$ cat src/rtl/rtc_pkg.sv
// Shared definitions for the BCD calendar counter: register addresses,
// field indices, per-field widths and limits, and a BCD increment helper.
// Assumes every field fits in one packed BCD byte.
package rtc_pkg;

    localparam int NFIELD   = 7;
    localparam int DATA_W   = 16;
    localparam int ADDR_W   = 4;
    localparam int LEAP_BIT = 15;
    localparam int TRIG_BIT = 15;

    // Field indices, in carry order
    localparam int F_SEC  = 0;
    localparam int F_MIN  = 1;
    localparam int F_HOUR = 2;
    localparam int F_WDAY = 3;
    localparam int F_MDAY = 4;
    localparam int F_MON  = 5;
    localparam int F_YEAR = 6;

    typedef logic [7:0] bcd8_t;

    typedef enum logic [ADDR_W-1:0] {
        ADR_CTRL   = 4'd0,
        ADR_SEC    = 4'd1,
        ADR_MIN    = 4'd2,
        ADR_HOUR   = 4'd3,
        ADR_WDAY   = 4'd4,
        ADR_MDAY   = 4'd5,
        ADR_MON    = 4'd6,
        ADR_YEAR   = 4'd7,
        ADR_UPDATE = 4'd8
    } rtc_addr_e;

    // Stored width of each field
    function automatic int fld_width(input int idx);
        case (idx)
            F_SEC, F_MIN:   return 7;
            F_HOUR, F_MDAY: return 6;
            F_WDAY:         return 3;
            F_MON:          return 5;
            default:        return 8;
        endcase
    endfunction

    // Bit mask of each field inside its byte
    function automatic bcd8_t fld_mask(input int idx);
        return bcd8_t'((1 << fld_width(idx)) - 1);
    endfunction

    // Value each field restarts from after a wrap
    function automatic bcd8_t fld_min(input int idx);
        return (idx == F_MDAY || idx == F_MON) ? 8'h01 : 8'h00;
    endfunction

    // Last value of each field before it wraps (day of month is dynamic)
    function automatic bcd8_t fld_max(input int idx);
        case (idx)
            F_SEC, F_MIN: return 8'h59;
            F_HOUR:       return 8'h23;
            F_WDAY:       return 8'h06;
            F_MDAY:       return 8'h31;
            F_MON:        return 8'h12;
            default:      return 8'h99;
        endcase
    endfunction

    // Add one to a two-digit packed BCD value
    function automatic bcd8_t bcd_inc(input bcd8_t v);
        if (v[3:0] >= 4'd9)
            return {v[7:4] + 4'd1, 4'd0};
        else
            return {v[7:4], v[3:0] + 4'd1};
    endfunction

endpackage

$ cat src/rtl/rtc_prescaler.sv
// Divides the block clock by PRESCALE into a one-cycle pulse.
// Assumes PRESCALE >= 2. A restart returns the count to zero, so the
// next pulse comes a full PRESCALE cycles after the restart edge.
module rtc_prescaler #(
    parameter int PRESCALE = 32768
) (
    input  logic clk,
    input  logic rst_n,
    input  logic restart,
    output logic tick
);
    localparam int CW = $clog2(PRESCALE);
    localparam logic [CW-1:0] LAST = CW'(PRESCALE - 1);

    logic [CW-1:0] cnt;

    // Free-running divide counter with synchronous restart
    always_ff @(posedge clk) begin
        if (!rst_n || restart)
            cnt <= '0;
        else if (cnt == LAST)
            cnt <= '0;
        else
            cnt <= cnt + 1'b1;
    end

    assign tick = (cnt == LAST);

    AST_TICK_SINGLE: assert property (@(posedge clk) disable iff (!rst_n)
        tick |=> !tick);
    AST_RESTART_QUIET: assert property (@(posedge clk) disable iff (!rst_n)
        restart |=> !tick);

endmodule

$ cat src/rtl/rtc_bcd_field.sv
// One BCD time field: loads a masked value, or on a step advances by one
// BCD count and wraps from max_val back to MINV, flagging the carry.
// Assumes loaded values are valid BCD within the field's range.
module rtc_bcd_field
    import rtc_pkg::*;
#(
    parameter int    W    = 8,
    parameter bcd8_t MINV = 8'h00
) (
    input  logic  clk,
    input  logic  rst_n,
    input  logic  step,
    input  logic  load,
    input  bcd8_t load_val,
    input  bcd8_t max_val,
    output bcd8_t val,
    output logic  wrap
);
    localparam bcd8_t MASK = bcd8_t'((1 << W) - 1);

    // Field register: load beats step, step counts or wraps
    always_ff @(posedge clk) begin
        if (!rst_n)
            val <= MINV;
        else if (load)
            val <= load_val & MASK;
        else if (step) begin
            if (val == max_val)
                val <= MINV;
            else
                val <= bcd_inc(val) & MASK;
        end
    end

    assign wrap = step && !load && (val == max_val);

    AST_FIELD_WRAP: assert property (@(posedge clk) disable iff (!rst_n)
        (step && !load && val == max_val) |=> (val == MINV));
    AST_FIELD_HOLD: assert property (@(posedge clk) disable iff (!rst_n)
        (!step && !load) |=> $stable(val));

endmodule

$ cat src/rtl/rtc_month_len.sv
// Gives the last day of a month in BCD. February follows the leap flag
// supplied by software; nothing is derived from the year value.
module rtc_month_len
    import rtc_pkg::*;
(
    input  bcd8_t month,
    input  logic  leap,
    output bcd8_t last_day
);
    // Month length lookup
    always_comb begin
        case (month)
            8'h02:                      last_day = leap ? 8'h29 : 8'h28;
            8'h04, 8'h06, 8'h09, 8'h11: last_day = 8'h30;
            default:                    last_day = 8'h31;
        endcase
    end

endmodule

$ cat src/rtl/rtc_time_core.sv
// The live calendar: seven BCD fields chained by carries, plus the leap
// flag. Hours carry into weekday and day of month in the same step.
// Assumes load and step may coincide; load wins in every field.
module rtc_time_core
    import rtc_pkg::*;
(
    input  logic                    clk,
    input  logic                    rst_n,
    input  logic                    step,
    input  logic                    load,
    input  logic [NFIELD-1:0][7:0]  load_fields,
    input  logic                    load_leap,
    output logic [NFIELD-1:0][7:0]  live,
    output logic                    leap_live
);
    logic [NFIELD-1:0] en;
    logic [NFIELD-1:0] wrap;
    bcd8_t             mday_last;
    logic              unused_top_wrap;

    assign unused_top_wrap = wrap[F_YEAR];

    // Carry routing between fields
    always_comb begin
        en[F_SEC]  = step;
        en[F_MIN]  = wrap[F_SEC];
        en[F_HOUR] = wrap[F_MIN];
        en[F_WDAY] = wrap[F_HOUR];
        en[F_MDAY] = wrap[F_HOUR];
        en[F_MON]  = wrap[F_MDAY];
        en[F_YEAR] = wrap[F_MON];
    end

    rtc_month_len u_mlen (
        .month    (live[F_MON]),
        .leap     (leap_live),
        .last_day (mday_last)
    );

    for (genvar i = 0; i < NFIELD; i++) begin : g_field
        localparam bcd8_t FMAX = fld_max(i);
        rtc_bcd_field #(
            .W    (fld_width(i)),
            .MINV (fld_min(i))
        ) u_fld (
            .clk      (clk),
            .rst_n    (rst_n),
            .step     (en[i]),
            .load     (load),
            .load_val (load_fields[i]),
            .max_val  ((i == F_MDAY) ? mday_last : FMAX),
            .val      (live[i]),
            .wrap     (wrap[i])
        );
    end

    // Live leap flag changes only on a commit
    always_ff @(posedge clk) begin
        if (!rst_n)
            leap_live <= 1'b0;
        else if (load)
            leap_live <= load_leap;
    end

    AST_DAY_TO_MONTH: assert property (@(posedge clk) disable iff (!rst_n)
        wrap[F_MDAY] |=> (live[F_MDAY] == 8'h01 && live[F_MON] != $past(live[F_MON])));
    AST_HOUR_TO_WDAY: assert property (@(posedge clk) disable iff (!rst_n)
        (wrap[F_HOUR] && live[F_WDAY] == 8'h06) |=> (live[F_WDAY] == 8'h00));
    AST_LEAP_KEEP: assert property (@(posedge clk) disable iff (!rst_n)
        !load |=> $stable(leap_live));

endmodule

$ cat src/rtl/rtc_regfile.sv
// Register port: shadow time fields, control register, read mux and the
// commit decode. Reads of time registers return live counter values.
// Assumes one access per cycle; read data is combinational.
module rtc_regfile
    import rtc_pkg::*;
(
    input  logic                    clk,
    input  logic                    rst_n,
    input  logic [ADDR_W-1:0]       addr,
    input  logic                    wr,
    input  logic [DATA_W-1:0]       wdata,
    input  logic [NFIELD-1:0][7:0]  live,
    input  logic                    leap_live,
    output logic [DATA_W-1:0]       rdata,
    output logic [NFIELD-1:0][7:0]  shadow,
    output logic                    shadow_leap,
    output logic                    commit
);
    logic mode_24h;
    logic unused_wbits;

    assign unused_wbits = ^wdata[14:8];

    // Shadow fields capture writes to the time addresses
    always_ff @(posedge clk) begin
        if (!rst_n) begin
            for (int i = 0; i < NFIELD; i++)
                shadow[i] <= fld_min(i);
            shadow_leap <= 1'b0;
        end else if (wr) begin
            for (int i = 0; i < NFIELD; i++)
                if (addr == ADDR_W'(i + 1))
                    shadow[i] <= wdata[7:0] & fld_mask(i);
            if (addr == ADR_YEAR)
                shadow_leap <= wdata[LEAP_BIT];
        end
    end

    // Control register, hour mode bit
    always_ff @(posedge clk) begin
        if (!rst_n)
            mode_24h <= 1'b1;
        else if (wr && addr == ADR_CTRL)
            mode_24h <= wdata[0];
    end

    assign commit = wr && (addr == ADR_UPDATE) && wdata[TRIG_BIT];

    // Read data selection
    always_comb begin
        rdata = '0;
        case (addr)
            ADR_CTRL: rdata[0]    = mode_24h;
            ADR_SEC:  rdata[7:0]  = live[F_SEC];
            ADR_MIN:  rdata[7:0]  = live[F_MIN];
            ADR_HOUR: rdata[7:0]  = live[F_HOUR];
            ADR_WDAY: rdata[7:0]  = live[F_WDAY];
            ADR_MDAY: rdata[7:0]  = live[F_MDAY];
            ADR_MON:  rdata[7:0]  = live[F_MON];
            ADR_YEAR: begin
                rdata[7:0]      = live[F_YEAR];
                rdata[LEAP_BIT] = leap_live;
            end
            default:  rdata = '0;
        endcase
    end

    AST_UPD_READS_ZERO: assert property (@(posedge clk) disable iff (!rst_n)
        (addr == ADR_UPDATE) |-> (rdata == '0));
    AST_CTRL_WRITE: assert property (@(posedge clk) disable iff (!rst_n)
        (wr && addr == ADR_CTRL) |=> (mode_24h == $past(wdata[0])));

endmodule

$ cat src/rtl/rtc_bcd_calendar.sv
// Top of the BCD calendar counter: prescaler, live time core and the
// register port. A commit loads the shadow bank and restarts the second.
// Assumes clk runs at the rate PRESCALE is chosen for (32768 Hz default).
module rtc_bcd_calendar
    import rtc_pkg::*;
#(
    parameter int PRESCALE = 32768
) (
    input  logic              clk,
    input  logic              rst_n,
    input  logic [3:0]        reg_addr,
    input  logic              reg_wr,
    input  logic [15:0]       reg_wdata,
    output logic [15:0]       reg_rdata,
    output logic              sec_tick
);
    logic [NFIELD-1:0][7:0] live;
    logic [NFIELD-1:0][7:0] shadow;
    logic                   leap_live;
    logic                   shadow_leap;
    logic                   commit;

    rtc_prescaler #(.PRESCALE(PRESCALE)) u_pre (
        .clk     (clk),
        .rst_n   (rst_n),
        .restart (commit),
        .tick    (sec_tick)
    );

    rtc_time_core u_core (
        .clk         (clk),
        .rst_n       (rst_n),
        .step        (sec_tick),
        .load        (commit),
        .load_fields (shadow),
        .load_leap   (shadow_leap),
        .live        (live),
        .leap_live   (leap_live)
    );

    rtc_regfile u_regs (
        .clk         (clk),
        .rst_n       (rst_n),
        .addr        (reg_addr),
        .wr          (reg_wr),
        .wdata       (reg_wdata),
        .live        (live),
        .leap_live   (leap_live),
        .rdata       (reg_rdata),
        .shadow      (shadow),
        .shadow_leap (shadow_leap),
        .commit      (commit)
    );

    AST_COMMIT_COPY: assert property (@(posedge clk) disable iff (!rst_n)
        commit |=> (live == $past(shadow) && leap_live == $past(shadow_leap)));
    AST_NO_STEP_IDLE: assert property (@(posedge clk) disable iff (!rst_n)
        (!sec_tick && !commit) |=> $stable(live));

endmodule

$ cat config.mk
export PLATFORM = sky130hd
export DESIGN_NAME = rtc_bcd_calendar
export DESIGN_NICKNAME = d
export VERILOG_FILES = /design/src/rtl/rtc_pkg.sv /design/src/rtl/rtc_prescaler.sv /design/src/rtl/rtc_bcd_field.sv /design/src/rtl/rtc_month_len.sv /design/src/rtl/rtc_time_core.sv /design/src/rtl/rtc_regfile.sv /design/src/rtl/rtc_bcd_calendar.sv
export SDC_FILE = /design/constraint.sdc
export NUM_CORES = 1
export LEC_CHECK = 0
export ABC_AREA = 1
export BUFFER_PORTS_ARGS = -buffer_cell sky130_fd_sc_hd__buf_2
export CAP_MARGIN = 20
export CORE_MARGIN = 2
export CORE_UTILIZATION = 50
export CTS_CLUSTER_DIAMETER = 80
export CTS_CLUSTER_SIZE = 40
export DETAILED_ROUTE_END_ITERATION = 10
export GPL_TIMING_DRIVEN = 0
export PLACE_DENSITY = 0.7
export SYNTH_ARGS = -nofsm -noshare
export SYNTH_HDL_FRONTEND = slang
export SYNTH_HIERARCHICAL = 1
export SYNTH_SLANG_ARGS = --single-unit
$ cat constraint.sdc
create_clock -name clk -period 4.18 [get_ports clk]
set_clock_uncertainty 0.2 [all_clocks]
set_input_delay 0.418 -clock clk [delete_from_list [all_inputs] [get_ports clk]]
set_output_delay 0.418 -clock clk [all_outputs]
set_load 0.02 [all_outputs]
==> impl_metrics.yaml, run 1 <==
placed_design:
  place.port_buffers: 24
  gp_congestion: 0.9388
  dpl_cell_area_um2: 8356
  dp_hpwl_mm: 14.39
job:
  drv_cap: 0
worst_setup_path:
  cp.required_ns: 4.23
  crit_fanout: 8
  cp.arrival_ns: 3.91
  crit_type: "reg2reg"
  cp-end-kind: "flip-flop"
  crit_path_start_kind: "flip-flop"
  crit_slowest_cell: "dfxtp_1"
  path_cells: "ha_2, nand2_2, nor2_4, nand3_1, nor3_4, nor3b_4, nor3b_4, nand2_1, nor2_4, inv_1, nor2_1, inv_1, nor2_4, inv_1, nor2_2, inv_1, nor2_2, nor2_1, clkinv_1, nand2_4, nor2_1, nor2_2"
  cp_common_cell: "inv_1"
  cpPeakStageDelay_ns: 0.39
routing:
  drc: 0
  wl_per_cell_um: 12.17
  vias: 7517
  ant_nets: 0
  viasPerCell: 4.831
  drt-total-wl_mm: 18.93
  firstDrtPassIters: 5
  drtIter0Drc: 574
min_path:
  hold_class: "in2reg"
final_layout:
  area_delta_synth_final_pct: 14.74
  final_nets: 1409
  multi_input_area_um2: 4906
  drive_gt1_share_pct: 14.33
  fillCellCount: 1520
  fin_area_um2: 8746
  diodes: 0
  register_area_um2: 2042
clocking:
  clockRootBuffer: "clkbuf_16"
  numCtsBuffers: 9
  clkTransAtPathRegs_ns: 0.08
  cts_buffer_depth: 2
  cts-hold-fix-buffers: 0
  clk_latency_ns: 0.36
  cts_tree: "done"
  htree_levels: 3
  numClockSinks: 102
timing:
  hold_violations: 0
  min_period_over_period_pct: 92.29
  tightestPinTransition_ns: 0.5987
  drv_slew: 0
  setup_viol: 0
  timing.fmax_mhz: 259.2
  maxSlewHeadroom_pct: 60.09
  fin_crit_ns: 3.858
status:
  status: "finished, final reports clean"
global_route:
  grt_max_degree: 26
  antenna_found_initial: 1
  grt_pass1_wl_mm: 31.19
  overflow: 0
  grt_pass1_vias: 6507
  grt_use_total_pct: 24.04
power_and_ir_drop:
  p_leak_nw: 4.493
  p_int_mw: 1.528
  pwr-share-comb_pct: 11.2
  p_clk_share_pct: 41.1
  p_sw_mw: 0.5511
  switching_share_pct: 26.51
  p_per_area_nw_per_um2: 237.7
  finalPower_mw: 2.079
  p_seq_share_pct: 47.6
  peakVddDrop_mv: 0.1888
floorplan:
  die-area_um2: 16250
  core-area_um2: 15030
  num_rows: 45
  die_w_um: 127.5
  ios: 40
  die_y_um: 127.5
  start_util_pct: 50.70
synth:
  synth_area_um2: 7622
  syn_area_per_cell_um2: 6.202
  yosys_warnings: 6
  syn-instance-count: 1229
## path summary, 6_finish.rpt
check                                 startpoint                             end  slack (ns)  cells past startpoint
worst max-delay path                u_pre/cnt[0]  u_core/g_field[6].u_fld/val[5]        0.32                     22
worst min-delay path                reg_wdata[7]               u_regs/shadow[55]        0.12                      3
worst min register to register  u_regs/shadow[4]                u_regs/shadow[4]        0.27                      2
worst max register to register      u_pre/cnt[0]  u_core/g_field[6].u_fld/val[5]        0.32                     22
## layer usage
layer | track usage [%] | vias up | routed length, um
met5 | 0 | - | 13
li1 | - | 3978 | -
met2 | 40.04 | 212 | 8757
met4 | 7.886 | 2 | 371
met1 | 31.70 | 3290 | 8605
met3 | 4.062 | 35 | 1181
## worst max-delay path: cells and delay by family, from the launching register on
kind,cells,cell delay [ns]
buffers and inverters,5,0.43
and+or+nand+nor,16,2.49
adders and majority gates,1,0.23
DFF,1,0.39
## flip-flops by register name (all words and copies together) (netlist names)
register                  cells
u_core/g_field.u_fld/val     42
u_core/leap_live              1
u_pre/cnt                    15
u_regs/mode_24h               1
u_regs/shadow                42
u_regs/shadow_leap            1
## stage by stage
| step | hold WS [ns] | setup TNS (ns) | setup slack [ns] | instances | util, % |
|---|---|---|---|---|---|
| finish | 0.1189 | 0 | 0.3225 | 1556 | 58.18 |
| global route | 0.1509 | -0.01044 | -0.01044 | 1556 | 58.18 |
| CTS | 0.1068 | 0 | 0.03307 | 1553 | 57.88 |
| detailed placement | 0.2499 | -13.98 | -1.275 | 1536 | 55.58 |
| global placement | 0.2426 | -13.76 | -1.293 | 1535 | 55.48 |
| floorplan | 0.2292 | 0 | 0.05669 | 1323 | - |
## power by group through the flow
stage	combinational, mW	clock, mW	sequential, mW
4_1_cts	0.227	0.868	0.990
3_5_place_dp	0.226	0	1.01
2_1_floorplan	0.172	0	1.01
3_3_place_gp	0.224	0	1.01
5_1_grt	0.262	0.902	0.992
6_report	0.233	0.855	0.991
## timing repair
item | 4_1_cts | 5_1_grt
pin swaps | 0 | 2
gates resized for setup | 8 | 5
setup endpoints to repair | 13 | 8
setup buffers | 1 | 4
## cells in the final DEF (no fill, tap or decap), drive strengths merged, types with 14 or more instances in the layout
cell type,instances
nand2,369
inv,191
nor2,189
nand3,109
conb,105
dfxtp,102
buf,78
nand4,44
a21oi,35
a22oi,25
ha,23
xor2,17
clkbuf,17
a21boi,14
## final cells by class
type | count | area share [%]
repair buffers | 30 | 1.974
well taps | 188 | 2.690
clock inverters | 6 | 0.8011
multi-input cells | 969 | 56.09
clock buffers | 10 | 2.618
flip-flops and latches | 102 | 23.35
inverters | 196 | 8.412
plain buffers | 55 | 4.063
(Power assumes the default switching activity.)
==> run 2, diff against run 1 <==
--- a/config.mk
+++ b/config.mk
@@ -9,12 +9,11 @@
 export BUFFER_PORTS_ARGS = -buffer_cell sky130_fd_sc_hd__buf_2
 export CAP_MARGIN = 20
 export CORE_MARGIN = 2
-export CORE_UTILIZATION = 50
+export CORE_UTILIZATION = 57
 export CTS_CLUSTER_DIAMETER = 80
-export CTS_CLUSTER_SIZE = 40
 export DETAILED_ROUTE_END_ITERATION = 10
 export GPL_TIMING_DRIVEN = 0
-export PLACE_DENSITY = 0.7
+export PLACE_DENSITY = 0.78
 export SYNTH_ARGS = -nofsm -noshare
 export SYNTH_HDL_FRONTEND = slang
 export SYNTH_HIERARCHICAL = 1
==> run 2 against run 1 <==
Flip-flop and latch count did not move. First-iteration DRC count rose by 30%. Critical path type unchanged. Critical endpoint is now u_core/g_field[6].u_fld/val[6]. Critical path depth did not move.
==> impl_metrics.yaml, run 2 (synthesis gave the netlist of run 1 again) <==
worst_setup_path:
  crit_fanout: 8
  cpPeakStageDelay_ns: 0.37
  crit_family: "simple AND/OR/NAND/NOR gates"
  worst-path-buf-inv: 5
  cp.arrival_ns: 3.90
  crit_path_start_kind: "flip-flop"
  path_cells: "ha_2, nand2_2, nor2_4, nand3_1, nor3_4, nor3b_4, nor3b_4, nand2_1, nor2_4, inv_1, nor2_1, inv_1, nor2_4, inv_1, nor2_1, inv_1, nor2_2, nor2_1, clkinv_1, nand2_4, nor2_1, nor2_2"
  r2r_setup_slack_ns: 0.33
  cp-end-kind: "flip-flop"
  cp.required_ns: 4.23
  crit_type: "reg2reg"
  crit_slowest_cell: "dfxtp_1"
job:
  drv_cap: 0
routing:
  viasPerCell: 4.861
  drtIter0Drc: 744
  vias: 7510
  drc: 0
  drt-total-wl_mm: 18.34
  wl_per_cell_um: 11.87
  firstDrtPassIters: 7
  ant_nets: 0
clocking:
  cts_tree: "done"
  numCtsBuffers: 9
  cts-hold-fix-buffers: 0
  clockRootBuffer: "clkbuf_16"
  numClockSinks: 102
  clk_latency_ns: 0.35
  clkTransAtPathRegs_ns: 0.06
  htree_levels: 3
  cts_buffer_depth: 2
power_and_ir_drop:
  p_leak_nw: 4.501
  p_per_area_nw_per_um2: 228.0
  peakVddDrop_mv: 0.2033
timing:
  setup_viol: 0
  tightestPinTransition_ns: 0.6211
  finalSetupTns_ns: 0
  hold_violations: 0
  timing.fmax_mhz: 259.8
  maxSlewHeadroom_pct: 58.59
  min_period_over_period_pct: 92.07
  drv_slew: 0
  fin_crit_ns: 3.848
final_layout:
  drive_gt1_share_pct: 14.17
  area_delta_synth_final_pct: 14.26
  final_nets: 1412
  final_cells: 1545
  diodes: 0
  fin_area_um2: 8710
  reg_top3: "u_core/g_field.u_fld/val (42), u_regs/shadow (42), u_pre/cnt (15)"
  layout_common_cells: "340 x nand2_1, 165 x inv_1, 156 x nor2_1"
  final_util_pct: 66.30
  final_common_cell: "nand2_1"
placed_design:
  dpl.cell_count: 1523
  dp_hpwl_mm: 13.82
  gp_congestion: 0.9072
  place.port_buffers: 24
  dpl_cell_area_um2: 8332
global_route:
  overflow: 0
  grt_pass1_wl_mm: 30.48
  grt_pass1_vias: 6771
  grt_max_degree: 26
  grt_use_total_pct: 26.25
  antenna_found_initial: 0
min_path:
  hold_class: "in2reg"
floorplan:
  die_y_um: 119.6
  start_util_pct: 58.02
  core-area_um2: 13140
  num_rows: 42
  die_w_um: 119.6
  ios: 40
  die-area_um2: 14310
status:
  status: "finished, final reports clean"
[run 2: repair_timing]
| item | 4_1_cts | 5_1_grt |
|---|---|---|
| endpoints found under the hold margin | 0 | 0 |
| resized for setup | 6 | 5 |
| buffers inserted | 1 | 7 |
| endpoints found under the setup margin | 13 | 8 |
| pin swaps | 0 | 3 |
[run 2: tightest hold or removal path, delay by kind of cell]
kind / cells / cell delay [ns]
buffers and inverters: 1 / 0.09
and+or+nand+nor: 2 / 0.14
[run 2: area by class of cell]
type | instances | area (um^2)
well taps | 176 | 220.2
fillers | 1270 | 4428
plain buffers | 56 | 359.1
repair buffers | 32 | 192.7
inverters | 196 | 735.7
clock inverters | 2 | 10.01
flip-flops and latches | 102 | 2042
clock buffers | 12 | 246.5
multi-input cells | 969 | 4903
[run 2: power breakdown]
part / total [mW] / switching, mW / internal (mW)
Sequential: 0.991 / 0.00835 / 0.983
Clock: 0.761 / 0.349 / 0.412
Combinational: 0.234 / 0.155 / 0.0783
Total: 1.99 / 0.513 / 1.47
[run 2: through the flow]
step | total power, mW | worst slack, ns | hold slack (ns)
final | 1.986 | 0.3316 | 0.1371
after global placement | 1.235 | -1.029 | 0.2421
after floorplan | 1.183 | 0.05669 | 0.2292
after detailed placement | 1.238 | -1.010 | 0.2497
after CTS | 1.988 | 0.02134 | 0.1225
after global routing | 2.063 | -0.008069 | 0.1428
[run 2: final timing paths]
check                   start                        endpoint  depth (start not counted)
min              reg_wdata[7]               u_regs/shadow[55]                          3
max              u_pre/cnt[0]  u_core/g_field[6].u_fld/val[6]                         22
max reg2reg      u_pre/cnt[0]  u_core/g_field[6].u_fld/val[6]                         22
min reg2reg  u_regs/shadow[3]                u_regs/shadow[3]                          2
[run 2: metal layers]
metal | wire length, um | vias up | GRT usage (%) | part of all wire, %
met5 | 0 | - | 0 | 0
met3 | 1127 | 36 | 4.895 | 6.1
li1 | - | 3971 | - | -
met1 | 8293 | 3312 | 34.10 | 45
met4 | 422 | 0 | 8.529 | 2.3
met2 | 8494 | 191 | 44.00 | 46
==> run 3, diff against run 2 <==
--- a/config.mk
+++ b/config.mk
@@ -11,6 +11,7 @@
 export CORE_MARGIN = 2
 export CORE_UTILIZATION = 57
 export CTS_CLUSTER_DIAMETER = 80
+export CTS_CLUSTER_SIZE = 10
 export DETAILED_ROUTE_END_ITERATION = 10
 export GPL_TIMING_DRIVEN = 0
 export PLACE_DENSITY = 0.78
==> constraint.sdc (replaced) <==
create_clock -name clk -period 4.18 [get_ports clk]
set_clock_uncertainty 0.2 [all_clocks]
set_input_delay 0.836 -clock clk [delete_from_list [all_inputs] [get_ports clk]]
set_output_delay 0.836 -clock clk [all_outputs]
set_load 0.02 [all_outputs]
==> run 3 against run 2 <==
Register-to-register slack improved by 0.03 ns. Fmax grew 0.14%. Critical path type is now in2reg. First-iteration DRC count fell by 27%. Non-clock buffer count did not move. Highest routed layer unchanged. Wire length increased by 1.9%. Flip-flop and latch count unchanged.
==> impl_metrics.yaml, run 3 (synthesis gave the netlist of run 1 again) <==
floorplan:
  die_w_um: 119.6
  start_util_pct: 58.02
  die_y_um: 119.6
  ios: 40
  core-area_um2: 13140
  num_rows: 42
  die-area_um2: 14310
worst_setup_path:
  cp.required_ns: 4.24
  cp.arrival_ns: 3.90
  cpPeakStageDelay_ns: 0.43
  r2r_setup_slack_ns: 0.36
  cp_common_cell: "inv_1"
  cp-end-kind: "flip-flop"
  crit_type: "in2reg"
  timing.rr.end: "u_core/g_field[6].u_fld/val[5]"
  reg2reg_from: "u_pre/cnt[0]"
  worstSetupStartpoint: "reg_wr"
  r2r_cells: 22
  path_cells: "buf_2, nand3_1, nor3_4, buf_1, nor3b_4, nor3b_4, nand2_1, nor2_4, inv_1, nor2_1, inv_1, nor2_4, inv_1, nor2_1, inv_1, nor2_4, nor2_1, clkinv_1, nand2_4, nand2_1, nand2_1, nor2_2"
  crit_slowest_cell: "buf_1"
  crit_fanout: 18
  crit_path_start_kind: "input pin"
placed_design:
  place.port_buffers: 24
  dp_hpwl_mm: 14.04
  dpl_cell_area_um2: 8343
  gp_congestion: 0.9031
routing:
  vias: 7482
  viasPerCell: 4.840
  ant_nets: 0
  wl_per_cell_um: 12.09
  drc: 0
  drtIter0Drc: 540
  firstDrtPassIters: 5
  drt-total-wl_mm: 18.69
min_path:
  min_path_cells: 2
  hold_class: "reg2reg"
  hp-start: "u_regs/shadow[1]"
  whs_endpoint: "u_regs/shadow[1]"
timing:
  tightestPinTransition_ns: 0.6647
  rsz0062_at_grt: "no"
  hold_violations: 0
  fin_crit_ns: 3.843
  timing.fmax_mhz: 260.2
  maxSlewHeadroom_pct: 55.69
  drv_slew: 0
  setup_viol: 0
  min_period_over_period_pct: 91.94
job:
  drv_cap: 0
clocking:
  cts-hold-fix-buffers: 0
  numClockSinks: 102
  clockRootBuffer: "clkbuf_16"
  clk_latency_ns: 0.36
  htree_levels: 3
  clkTransAtPathRegs_ns: 0.07
  cts_tree: "done"
  numCtsBuffers: 9
  cts_buffer_depth: 2
final_layout:
  drive_gt1_share_pct: 14.38
  final_common_cell: "nand2_1"
  final_nets: 1412
  layout_common_cells: "340 x nand2_1, 165 x inv_1, 156 x nor2_1"
  reg_top3: "u_core/g_field.u_fld/val (42), u_regs/shadow (42), u_pre/cnt (15)"
  fin_area_um2: 8751
  area_delta_synth_final_pct: 14.81
  final_util_pct: 66.61
  diodes: 0
status:
  status: "finished, final reports clean"
power_and_ir_drop:
  p_per_area_nw_per_um2: 239.7
  p_leak_nw: 4.526
  peakVddDrop_mv: 0.2299
global_route:
  grt_pass1_wl_mm: 30.89
  grt_max_degree: 26
  grt_use_met3_pct: 3.089
  top_usage_layer: "met2"
  use_met1_pct: 35.92
  antenna_found_initial: 0
  grt_pass1_vias: 6670
  grt_use_total_pct: 26.88
  overflow: 0
  gr-usage-met2_pct: 45.46
==> run 3: cell count changes in the layout (fill, tap and decap cells not counted), sizes merged <==
| cell | delta |
|---|---|
| inv | +3 |
| clkbuf | -4 |
| buf | +1 |
| bufinv | +1 |
==> run 3: stage by stage <==
stage | instances | setup slack [ns] | setup TNS [ns] | total power [mW] | hold slack [ns]
3_3_place_gp | 1523 | -1.009 | -9.443 | 1.236 | 0.2417
3_5_place_dp | 1523 | -1.109 | -10.56 | 1.238 | 0.2561
5_1_grt | 1546 | 0.04611 | 0 | 2.177 | 0.2845
2_1_floorplan | 1323 | 0.02051 | 0 | 1.183 | 0.2292
4_1_cts | 1544 | 0.03691 | 0 | 2.105 | 0.2660
6_report | 1546 | 0.3369 | 0 | 2.097 | 0.2681
==> run 3: worst max path at each step <==
stage	to	slack, ns
floorplan	u_core/g_field[6].u_fld/val[4]	0.02
global placement	u_core/g_field[6].u_fld/val[7]	-1.01
detailed placement	u_core/g_field[6].u_fld/val[4]	-1.11
CTS	u_core/g_field[6].u_fld/val[4]	0.04
global route	u_core/g_field[6].u_fld/val[4]	0.05
finish	u_core/g_field[6].u_fld/val[7]	0.34
==> run 3: routing by layer <==
metal / wire [um] / vias up
met5: 0 / -
met4: 343 / 0
met3: 1036 / 33
met2: 8625 / 210
met1: 8682 / 3262
li1: - / 3977
==> run 3: power by group <==
part | switching (mW) | total [mW] | internal [mW]
Combinational | 0.155 | 0.233 | 0.0776
Clock | 0.400 | 0.874 | 0.474
Sequential | 0.00851 | 0.991 | 0.982
Total | 0.564 | 2.10 | 1.53
==> run 3: cell type report <==
class | instances | area [um^2]
Tap cell | 176 | 220.2
Sequential cell | 102 | 2042
Multi-Input combinational cell | 969 | 4906
Fill cell | 1259 | 4387
Clock buffer | 9 | 225.2
Timing Repair Buffer | 33 | 187.7
Buffer | 55 | 355.3
Inverter | 196 | 735.7
Clock inverter | 6 | 78.83
==> run 3: what timing repair did <==
action,CTS,global route
setup endpoints to repair,11,8
setup buffers,6,3
pin swaps,2,2
gates resized for setup,5,5
gates cloned,0,0
==> run 3: critical path: cells and delay by family <==
| family | cells | cell delay, ns |
|---|---|---|
| buf+inv | 7 | 1.33 |
| simple gates | 15 | 1.73 |
